--- config.mk ---
export PLATFORM = sky130hd
export DESIGN_NAME = shrot_unit
export DESIGN_NICKNAME = d
export VERILOG_FILES = /design/src/rtl/shrot_pkg.sv /design/src/rtl/shrot_lane.sv /design/src/rtl/shrot_flags.sv /design/src/rtl/shrot_unit.sv
export SDC_FILE = /design/constraint.sdc
export NUM_CORES = 1
export LEC_CHECK = 0
export BUFFER_PORTS_ARGS = -buffer_cell sky130_fd_sc_hd__buf_2
export CAP_MARGIN = 20
export CORE_MARGIN = 2
export CORE_UTILIZATION = 45
export DETAILED_ROUTE_END_ITERATION = 7
export GPL_TIMING_DRIVEN = 0
export PLACE_DENSITY = 0.82
export REMOVE_ABC_BUFFERS = 1
export SLEW_MARGIN = 20
export SYNTH_ARGS = -nofsm -noshare
export SYNTH_HDL_FRONTEND = slang
export SYNTH_SLANG_ARGS = --single-unit
--- constraint.sdc ---
create_clock -name vclk -period 6.6
set_input_delay 1.98 -clock vclk [all_inputs]
set_output_delay 1.98 -clock vclk [all_outputs]
set_load 0.02 [all_outputs]
--- src/rtl/shrot_pkg.sv ---
package shrot_pkg;

  typedef enum logic [2:0] {
    OP_SHL = 3'd0,
    OP_LSR = 3'd1,
    OP_ASR = 3'd2,
    OP_ROL = 3'd3,
    OP_ROR = 3'd4
  } shrot_op_e;

  typedef struct packed {
    logic n;
    logic z;
    logic v;
    logic c;
  } shrot_flags_t;

endpackage

--- src/rtl/shrot_lane.sv ---
module shrot_lane
  import shrot_pkg::*;
#(
  parameter int W = 8
) (
  input  logic [2:0]   op_i,
  input  logic [W-1:0] opnd_i,
  input  logic         cin_i,
  output logic [W-1:0] res_o,
  output logic         cout_o
);

  localparam int MSB = W - 1;

  always_comb begin
    res_o  = opnd_i;
    cout_o = cin_i;
    case (op_i)
      OP_SHL: begin
        res_o  = {opnd_i[MSB-1:0], 1'b0};
        cout_o = opnd_i[MSB];
      end
      OP_LSR: begin
        res_o  = {1'b0, opnd_i[MSB:1]};
        cout_o = opnd_i[0];
      end
      OP_ASR: begin
        res_o  = {opnd_i[MSB], opnd_i[MSB:1]};
        cout_o = opnd_i[0];
      end
      OP_ROL: begin
        res_o  = {opnd_i[MSB-1:0], cin_i};
        cout_o = opnd_i[MSB];
      end
      OP_ROR: begin
        res_o  = {cin_i, opnd_i[MSB:1]};
        cout_o = opnd_i[0];
      end
      default: begin
        res_o  = opnd_i;
        cout_o = cin_i;
      end
    endcase
  end

  // Lane-level checks on the moved bits
  always_comb begin
    if (op_i == OP_LSR)
      a_r2_lsr_top_zero: assert (res_o[MSB] == 1'b0 && cout_o == opnd_i[0]);
    if (op_i == OP_ASR)
      a_r3_asr_keeps_sign: assert (res_o[MSB] == opnd_i[MSB]);
    if (op_i == OP_ROL)
      a_r4_rol_cin_enters: assert (res_o[0] == cin_i && cout_o == opnd_i[MSB]);
    if (op_i == OP_ROR)
      a_r5_ror_cin_enters: assert (res_o[MSB] == cin_i && cout_o == opnd_i[0]);
    if (op_i > 3'd4)
      a_r6_unused_passthru: assert (res_o == opnd_i && cout_o == cin_i);
  end

endmodule

--- src/rtl/shrot_flags.sv ---
module shrot_flags
  import shrot_pkg::*;
#(
  parameter int WW = 16,
  parameter int NW = 8
) (
  input  logic          wide_i,
  input  logic [WW-1:0] res_i,
  input  logic          c_i,
  output shrot_flags_t  flg_o
);

  always_comb begin
    flg_o.n = wide_i ? res_i[WW-1] : res_i[NW-1];
    flg_o.z = (res_i == '0);
    flg_o.c = c_i;
    flg_o.v = flg_o.n ^ c_i;
  end

endmodule

--- src/rtl/shrot_unit.sv ---
module shrot_unit
  import shrot_pkg::*;
#(
  parameter int WIDE_W   = 16,
  parameter int NARROW_W = 8
) (
  input  logic [WIDE_W-1:0] opnd_i,
  input  logic              wide_i,
  input  logic [2:0]        op_i,
  input  logic              c_i,
  output logic [WIDE_W-1:0] res_o,
  output logic              n_o,
  output logic              z_o,
  output logic              v_o,
  output logic              c_o
);

  localparam int PAD_W = WIDE_W - NARROW_W;

  logic [WIDE_W-1:0]   wide_res;
  logic                wide_c;
  logic [NARROW_W-1:0] nar_res;
  logic                nar_c;
  logic                sel_c;
  shrot_flags_t        flg;

  shrot_lane #(.W(WIDE_W)) u_wide (
    .op_i   (op_i),
    .opnd_i (opnd_i),
    .cin_i  (c_i),
    .res_o  (wide_res),
    .cout_o (wide_c)
  );

  shrot_lane #(.W(NARROW_W)) u_narrow (
    .op_i   (op_i),
    .opnd_i (opnd_i[NARROW_W-1:0]),
    .cin_i  (c_i),
    .res_o  (nar_res),
    .cout_o (nar_c)
  );

  always_comb begin
    res_o = wide_i ? wide_res : {{PAD_W{1'b0}}, nar_res};
    sel_c = wide_i ? wide_c : nar_c;
  end

  shrot_flags #(.WW(WIDE_W), .NW(NARROW_W)) u_flags (
    .wide_i (wide_i),
    .res_i  (res_o),
    .c_i    (sel_c),
    .flg_o  (flg)
  );

  assign n_o = flg.n;
  assign z_o = flg.z;
  assign v_o = flg.v;
  assign c_o = flg.c;

  // Top-level checks relating operand, result and flags
  always_comb begin
    if (!wide_i)
      a_r9_byte_upper_zero: assert (res_o[WIDE_W-1:NARROW_W] == '0);
    a_r7_zero_flag: assert (z_o == (res_o == '0));
    a_r7_neg_flag: assert (n_o == (wide_i ? res_o[WIDE_W-1] : res_o[NARROW_W-1]));
    if (op_i == OP_SHL && wide_i)
      a_r1_shl_word: assert (res_o == {opnd_i[WIDE_W-2:0], 1'b0} && c_o == opnd_i[WIDE_W-1]);
    if ((op_i == OP_SHL || op_i == OP_ROL) && !wide_i)
      a_r8_sign_change_byte: assert (v_o == (res_o[NARROW_W-1] ^ opnd_i[NARROW_W-1]));
    if ((op_i == OP_SHL || op_i == OP_ROL) && wide_i)
      a_r8_sign_change_word: assert (v_o == (res_o[WIDE_W-1] ^ opnd_i[WIDE_W-1]));
  end

endmodule

# Word level (Yosys, flattened, before mapping)
# Index checks and enable logic that the tools add are counted.
word_totals:
  register_bits: 0
  latchBits: 0
  ram_bits: 0
  romBits: 0
  wordCells: 16
  memories: 0
op_classes:
  n_addsub: 0
  mul: 0
  n_div: 0
  magnitude_cmp: 0
  n_eq_ne: 4
  shift: 0
  muxes: 7
  bitwise: 1
  n_reduce_logical: 4
op_table:
  columns: ["op", "n"]
  rows:
  - ["case mux 16 bit (5 select lines)", 1]
  - ["case mux 8 bit (5 select lines)", 1]
  - ["zero test 16 bit", 1]
  - ["2-to-1 mux 16 bit", 1]
  - ["== test 3 x 2 -> 1 bit (second input constant)", 2]
  - ["case mux 1 bit (2 select lines)", 2]
  - ["== test 3 x 1 -> 1 bit (second input constant)", 1]
  - ["== test 3 bit (second input constant)", 1]
  - ["zero test 3 bit", 1]
  - ["OR reduction 3 bit", 1]
  - ["2-to-1 mux 1 bit", 2]
  - ["OR reduction 2 bit", 1]
  - ["bitwise XOR 1 bit", 1]

# Depth between registers and ports, before layout
# Gate-level depths: netlist of run 1.
logic_depth:
  word_depth: 5
  depth_mapped: 9
  depth_no_buf: 6

# By module
# Synthesis of run 1 repeated with hierarchy kept, for this count alone.
hier_totals:
  hier_cells: 153
  hier_area_um2: 1212.4
by_module_without_submodules:
  columns: ["module", "n_inst", "cells_per_inst", "area_per_inst_um2", "seq_area_each_um2"]
  rows:
  - ["shrot_lane at u_wide", 1, 82, 606.8, 0.0]
  - ["shrot_lane at u_narrow", 1, 44, 359.1, 0.0]
  - ["shrot_unit", 1, 19, 181.4, 0.0]
  - ["shrot_flags", 1, 8, 65.1, 0.0]

# Least setup slack after synthesis of run 1
# OpenSTA, ideal clock, no wires.
synth_path:
  path_type: "input port to output port"
  from: "input port op_i[2]"
  to: "output port v_o"
  arrival_ps: 3980
  required_time_ps: 4620
  path_slack_ps: 640
  cell_stages: 7
  path_buffers: 3
  cell_sequence: "buf_2 clkbuf_1 clkbuf_1 nand2_1 o221ai_1 o21bai_1 xor2_1"
synth_via:
  elab_chain_cells: 5
synth_lines:
  columns: ["item", "line", "rtl"]
  rows:
  - ["start: declaration", "shrot_unit.sv:9", "input logic [2:0] op_i,"]
  - ["== test 3 bit, or another cell as far along", null, null]
  - ["case mux 16 bit (5 select lines) (*)", "shrot_lane.sv:18", "case (op_i)"]
  - ["2-to-1 mux 16 bit (*)", "shrot_unit.sv:44", "res_o = wide_i ? wide_res : {{PAD_W{1'b0}}, nar_res};"]
  - ["via res_o[15]", "shrot_unit.sv:11", "output logic [WIDE_W-1:0] res_o,"]
  - ["2-to-1 mux 1 bit (*)", "shrot_flags.sv:14", "flg_o.n = wide_i ? res_i[WW-1] : res_i[NW-1];"]
  - ["via n_o", "shrot_unit.sv:12", "output logic n_o,"]
  - ["bitwise XOR 1 bit (*)", "shrot_flags.sv:17", "flg_o.v = flg_o.n ^ c_i;"]
  - ["end: declaration", "shrot_unit.sv:14", "output logic v_o,"]
# Mark *: on every way through the listed nets, which the timed path passes. The rest lies on a longest branch.

# Final worst setup path of run 1
layout_path:
  from: "input port op_i[0]"
  to: "output port z_o"
layout_via:
  elab_chain_cells: 4
layout_lines:
  columns: ["item", "line", "rtl"]
  rows:
  - ["== test 3 bit, or another cell as far along", null, null]
  - ["case mux 8 bit (5 select lines) / case mux 16 bit (5 select lines) (equally long branches)", "shrot_lane.sv:18", null]
  - ["2-to-1 mux 16 bit (*)", "shrot_unit.sv:44", null]
  - ["zero test 16 bit (*)", "shrot_flags.sv:15", "flg_o.z = (res_i == '0);"]
  - ["end: declaration", "shrot_unit.sv:13", "output logic z_o,"]
# Mark *: on every way between the ends. The rest lies on a longest branch, timed or not.

==> impl_metrics.py, run 1 <==
metrics = {
    "sta": {
        "fmax_mhz": 166,
        "post-route-min-period_ns": 6.01,
        "setup_viol": 0,
        "min_period_over_period_pct": 91.1,
        "max_slew.worst_pin.slew_ns": 0.586,
        "holdWs_ns": 4.34,
        "tns_ns": 0,
        "rsz0062_at_grt": "no",
        "slew_headroom_pct": 60.7,
        "hold_violations": 0,
        "finalMaxSlewViolations": 0,
    },
    "placed_design": {
        "io_buffers": 41,
        "gp_congestion": 0.897,
        "hpwl_um": 1830,
        "placed_area_um2": 901,
    },
    "cells_and_area": {
        "n_antenna_cell": 0,
        "multi_input_area_um2": 668,
        "fill_cells": 158,
        "area_growth_syn_to_layout_pct": 25.4,
        "seq_cell_count": 0,
        "regArea_um2": 0,
        "nNetsFinal": 166,
        "finish.instance_area_um2": 901,
        "nClkBuffers": 0,
        "drive_gt1_share_pct": 30.8,
    },
    "routing": {
        "antenna_left": 0,
        "vias": 1035,
        "drt-total-wl_um": 2360,
        "first_pass_iters": 4,
        "via_per_inst": 6.51,
        "drc": 0,
        "wl_per_cell_um": 14.8,
        "drtIter0Drc": 37,
    },
    "yosys": {
        "ys_seq_area_share_pct": 0,
        "syn_inst": 110,
        "yosysTopAreaCell": "mux2i_1",
        "syn-cell-area_um2": 718,
        "synth.area.top_cells": "mux2i_1 13%, a21oi_1 6.3%, o211ai_1 6.3%, o221ai_1 6.1%, o21ai_0 5.6%",
        "synth_top_area_share_pct": 12.5,
        "synth_cell_types": 39,
        "synth_area_per_cell_um2": 6.53,
        "ys_warn_count": 0,
    },
    "global_routing": {
        "grt_use_total_pct": 25.2,
        "grt_max_degree": 27,
        "grt_pass1_wl_um": 3890,
        "overflow": 0,
        "grt_antenna_before_repair": 0,
        "grt_pass1_vias": 927,
    },
    "critical_path": {
        "crit_buf_inv": 2,
        "cp.arrival_ns": 4.03,
        "crit_required_ns": 4.62,
        "setup.worst_path.start_class": "input port",
        "path_max_fanout": 20,
        "cp-end-kind": "primary output",
        "slowest_delay_ns": 0.55,
        "path_class": "in2out",
        "crit_chain": "buf_2 > xnor2_1 > mux2i_1 > mux2i_1 > a2111oi_0 > and3_1 > and4_1 > buf_2",
        "crit_family": "XOR/XNOR gates",
        "critPathSlowestCell": "xnor2_1",
    },
    "die": {
        "io_pins": 41,
        "die_w_um": 44.0,
        "rows": 14,
        "dieArea_um2": 1930,
        "initial_core_util_pct": 47.7,
        "core_area_um2": 1510,
        "dieHeight_um": 44.0,
    },
    "power_and_ir_drop": {
        "p_switching_uw": 56.8,
        "power_frac_comb_pct": 100.0,
        "seqPwrFrac_pct": 0,
        "swShare_pct": 63.5,
        "p_int_uw": 32.7,
        "leakagePower_nw": 0.400,
        "power_per_cell_area_nw_per_um2": 99.3,
        "clkPwrFrac_pct": 0,
        "ir_worst_vdd_v": 0.0000580,
    },
    "cts": {
        "hold_buffers": 0,
        "cts_setup_buffers": 0,
        "ctsResizeCount": 0,
    },
    "min_path": {
        "hold_class": "in2out",
    },
    "status": {
        "outcome": "completed",
    },
    "run": {
        "drv_cap": 0,
    },
}
==> tightest hold or removal path, delay by kind of cell <==
kind | cells | cell delay [ns]
buffers and inverters | 2 | 0.26
AOI/OAI and AO/OA | 1 | 0.12
==> synthesized netlist by cell type, types with 2 or more instances <==
master / number
o21a_1: 4
inv_1: 2
mux2i_1: 9
or3_1: 3
and3_1: 2
nand3_1: 2
nor2_1: 6
a21oi_1: 9
o21bai_1: 2
o221ai_1: 5
xor2_1: 2
nand2_1: 9
clkbuf_1: 5
o31a_1: 2
nor3_1: 4
nand2b_1: 3
o22ai_1: 5
o211ai_1: 6
o21ai_0: 8
nor2b_1: 3
==> per-stage QoR <==
step | setup slack [ns] | power [mW] | cells | util, %
2_1_floorplan | 0.926 | 0.0541 | 102 | -
3_3_place_gp | 0.656 | 0.0868 | 159 | 59.8
3_5_place_dp | 0.619 | 0.0884 | 159 | 59.8
4_1_cts | 0.612 | 0.0887 | 159 | 59.8
5_1_grt | 0.371 | 0.0972 | 159 | 59.8
6_report | 0.588 | 0.0894 | 159 | 59.8
==> cells by family (layout without fill, tap and decap cells) <==
| logic type | count (synthesis) | after routing | synth area share [%] |
|---|---|---|---|
| mux | 9 | 9 | 12.5 |
| buf+inv | 10 | 43 | 6.97 |
| compound gates | 49 | 49 | 47.7 |
| xor+xnor | 3 | 3 | 3.66 |
| simple gates | 39 | 39 | 29.1 |
==> cells in the final DEF (no fill, tap or decap), types with 5 or more instances in the layout <==
master    Yosys  routed
a21oi_1       9       9
buf_2         1      41
mux2i_1       9       9
nand2_1       9       9
nor2_1        6       6
o211ai_1      6       6
o21ai_0       8       8
o221ai_1      5       5
o22ai_1       5       5
==> metal layers <==
metal	part of all wire (%)	vias to the layer above	global-route usage, %
met3	7.8	0	0.833
met5	0	-	0
li1	-	505	-
met2	49	54	46.2
met4	0	0	1.21
met1	43	476	34.1
==> cell type report <==
cell class | count | area share [%]
Timing Repair Buffer | 41 | 22.8
Tap cell | 16 | 2.22
Multi-Input combinational cell | 100 | 74.2
Inverter | 2 | 0.833
==> power by group through the flow <==
stage | clock network, mW | logic (mW) | registers (mW)
3_5_place_dp | 0 | 0.0884 | 0
5_1_grt | 0 | 0.0972 | 0
6_report | 0 | 0.0894 | 0
2_1_floorplan | 0 | 0.0541 | 0
4_1_cts | 0 | 0.0887 | 0
3_3_place_gp | 0 | 0.0868 | 0
==> path summary, 6_finish.rpt <==
kind                   start         to  slack [ns]  depth (start not counted)
setup / recovery     op_i[0]        z_o        0.59                          8
hold / removal    opnd_i[14]  res_o[13]        4.34                          3
Note: power is estimated with default switching activity, not from simulation.
==> inputs of run 2 (changes only) <==
--- a/config.mk
+++ b/config.mk
@@ -5,14 +5,14 @@
 export SDC_FILE = /design/constraint.sdc
 export NUM_CORES = 1
 export LEC_CHECK = 0
+export ABC_AREA = 1
 export BUFFER_PORTS_ARGS = -buffer_cell sky130_fd_sc_hd__buf_2
 export CAP_MARGIN = 20
 export CORE_MARGIN = 2
 export CORE_UTILIZATION = 45
 export DETAILED_ROUTE_END_ITERATION = 7
 export GPL_TIMING_DRIVEN = 0
-export PLACE_DENSITY = 0.82
-export REMOVE_ABC_BUFFERS = 1
+export PLACE_DENSITY = 0.81
 export SLEW_MARGIN = 20
 export SYNTH_ARGS = -nofsm -noshare
 export SYNTH_HDL_FRONTEND = slang
==> impl_metrics.py, run 2 <==
metrics = {
    "status": {
        "outcome": "completed",
    },
    "global_routing": {
        "grt_max_degree": 11,
        "met3_usage_pct": 0,
        "grt_antenna_before_repair": 0,
        "busiest_layer": "met2",
        "grt_use_met2_pct": 40.0,
        "grt_pass1_vias": 903,
        "use_met1_pct": 27.5,
        "grt_pass1_wl_um": 3380,
        "overflow": 0,
        "grt_use_total_pct": 21.2,
    },
    "sta": {
        "finalMaxSlewViolations": 0,
        "rsz0062_at_grt": "no",
        "fmax_mhz": 185,
        "tns_ns": 0,
        "hold_violations": 0,
        "min_period_over_period_pct": 81.9,
        "post-route-min-period_ns": 5.40,
        "slew_headroom_pct": 74.8,
        "holdWs_ns": 4.36,
        "setup_viol": 0,
        "max_slew.worst_pin.slew_ns": 0.378,
        "fin_ws_ns": 1.20,
    },
    "critical_path": {
        "cp-end-kind": "primary output",
        "crit_start": "op_i[0]",
        "crit_required_ns": 4.62,
        "cp.arrival_ns": 3.42,
        "path_max_fanout": 9,
        "crit_end": "z_o",
        "setup.worst_path.start_class": "input port",
        "path_class": "in2out",
    },
    "die": {
        "io_pins": 41,
        "die_w_um": 44.6,
        "core_area_um2": 1520,
        "initial_core_util_pct": 48.6,
        "dieHeight_um": 44.6,
        "rows": 14,
        "dieArea_um2": 1990,
    },
    "yosys": {
        "syn_nets": 173,
        "synth_cell_types": 25,
        "syn-cell-area_um2": 741,
        "synth_top_area_share_pct": 24.8,
        "synth_area_per_cell_um2": 4.87,
        "synth.area.top_cells": "nand2_1 25%, inv_1 15%, nand3_1 11%, nand3b_1 8.1%, nor2_1 6.1%",
        "ys_seq_area_share_pct": 0,
        "yosysTopAreaCell": "nand2_1",
        "syn_inst": 152,
        "ys_warn_count": 0,
        "synth_commonest_cells": "49 x nand2_1, 29 x inv_1, 17 x nand3_1",
        "yosysMostFrequentCell": "nand2_1",
    },
    "cells_and_area": {
        "final_core_utilization_pct": 63.1,
        "regArea_um2": 0,
        "layout_commonest_cell": "nand2_1",
        "seq_cell_count": 0,
        "area_growth_syn_to_layout_pct": 29.7,
        "nNetsFinal": 215,
        "n_antenna_cell": 0,
        "fill_cells": 153,
        "drive_gt1_share_pct": 29.7,
        "nClkBuffers": 0,
        "final_cell_mix": "49 x nand2_1, 40 x buf_2, 29 x inv_1, 17 x nand3_1, 12 x nor2_1",
    },
    "min_path": {
        "hold_class": "in2out",
        "hold_depth": 4,
    },
    "cts": {
        "ctsResizeCount": 0,
        "cts_setup_buffers": 0,
        "hold_buffers": 0,
    },
    "placed_design": {
        "io_buffers": 40,
        "dp_slack_ns": 1.21,
        "gp_congestion": 0.855,
        "hpwl_um": 1710,
    },
    "routing": {
        "antenna_left": 0,
        "via_per_inst": 5.09,
        "vias": 1058,
        "drc": 0,
        "drtIter0Drc": 10,
        "drt-total-wl_um": 1970,
        "first_pass_iters": 4,
        "wl_per_cell_um": 9.48,
    },
    "power_and_ir_drop": {
        "power_uw": 87.7,
        "power_per_cell_area_nw_per_um2": 91.3,
        "leakagePower_nw": 0.622,
        "ir_worst_vdd_v": 0.0000561,
    },
    "run": {
        "drv_cap": 0,
    },
}
[run 2: cell families after synthesis]
family / synth area share, %
compound gates: 12.3
buf+inv: 22.3
simple gates: 65.4
[run 2: critical path, cell delays in order]
cell	delay (ns)
buf_2	0.14
nor2_2	0.24
nor2_4	0.11
nor2_4	0.20
nand2_1	0.09
nand3b_1	0.11
nand2_1	0.06
nor2_1	0.15
nand2_1	0.08
nor2_2	0.09
buf_2	0.16
[run 2: worst min path at each step]
stage / start / to / slack (ns)
2_1_floorplan: opnd_i[7] / res_o[6] / 4.15
3_3_place_gp: opnd_i[1] / res_o[0] / 4.35
3_5_place_dp: opnd_i[1] / res_o[0] / 4.36
4_1_cts: opnd_i[1] / res_o[0] / 4.36
5_1_grt: opnd_i[1] / res_o[0] / 4.39
6_report: opnd_i[1] / res_o[0] / 4.36
[run 2: power breakdown]
group          leakage, nW  switching, mW  internal [mW]  total (mW)
Sequential               0              0              0           0
Clock                    0              0              0           0
Combinational        0.622         0.0558         0.0319      0.0877
[run 2: stage by stage]
stage          area, um2  cells
2_1_floorplan        741    152
6_report             961    208
3_3_place_gp         961    208
4_1_cts              961    208
5_1_grt              961    208
3_5_place_dp         961    208
[run 2: final cells by class]
class	count	area (um2)	area share (%)
multi-input cells	116	576	59.9
repair buffers	40	200	20.8
inverters	31	116	12.1
plain buffers	5	48.8	5.08
well taps	16	20.0	2.08
[run 2: per-layer routing]
layer | share of wire, % | vias up
li1 | - | 555
met1 | 45 | 467
met2 | 48 | 34
met3 | 5.8 | 2
met4 | 0.71 | 0
met5 | 0 | -
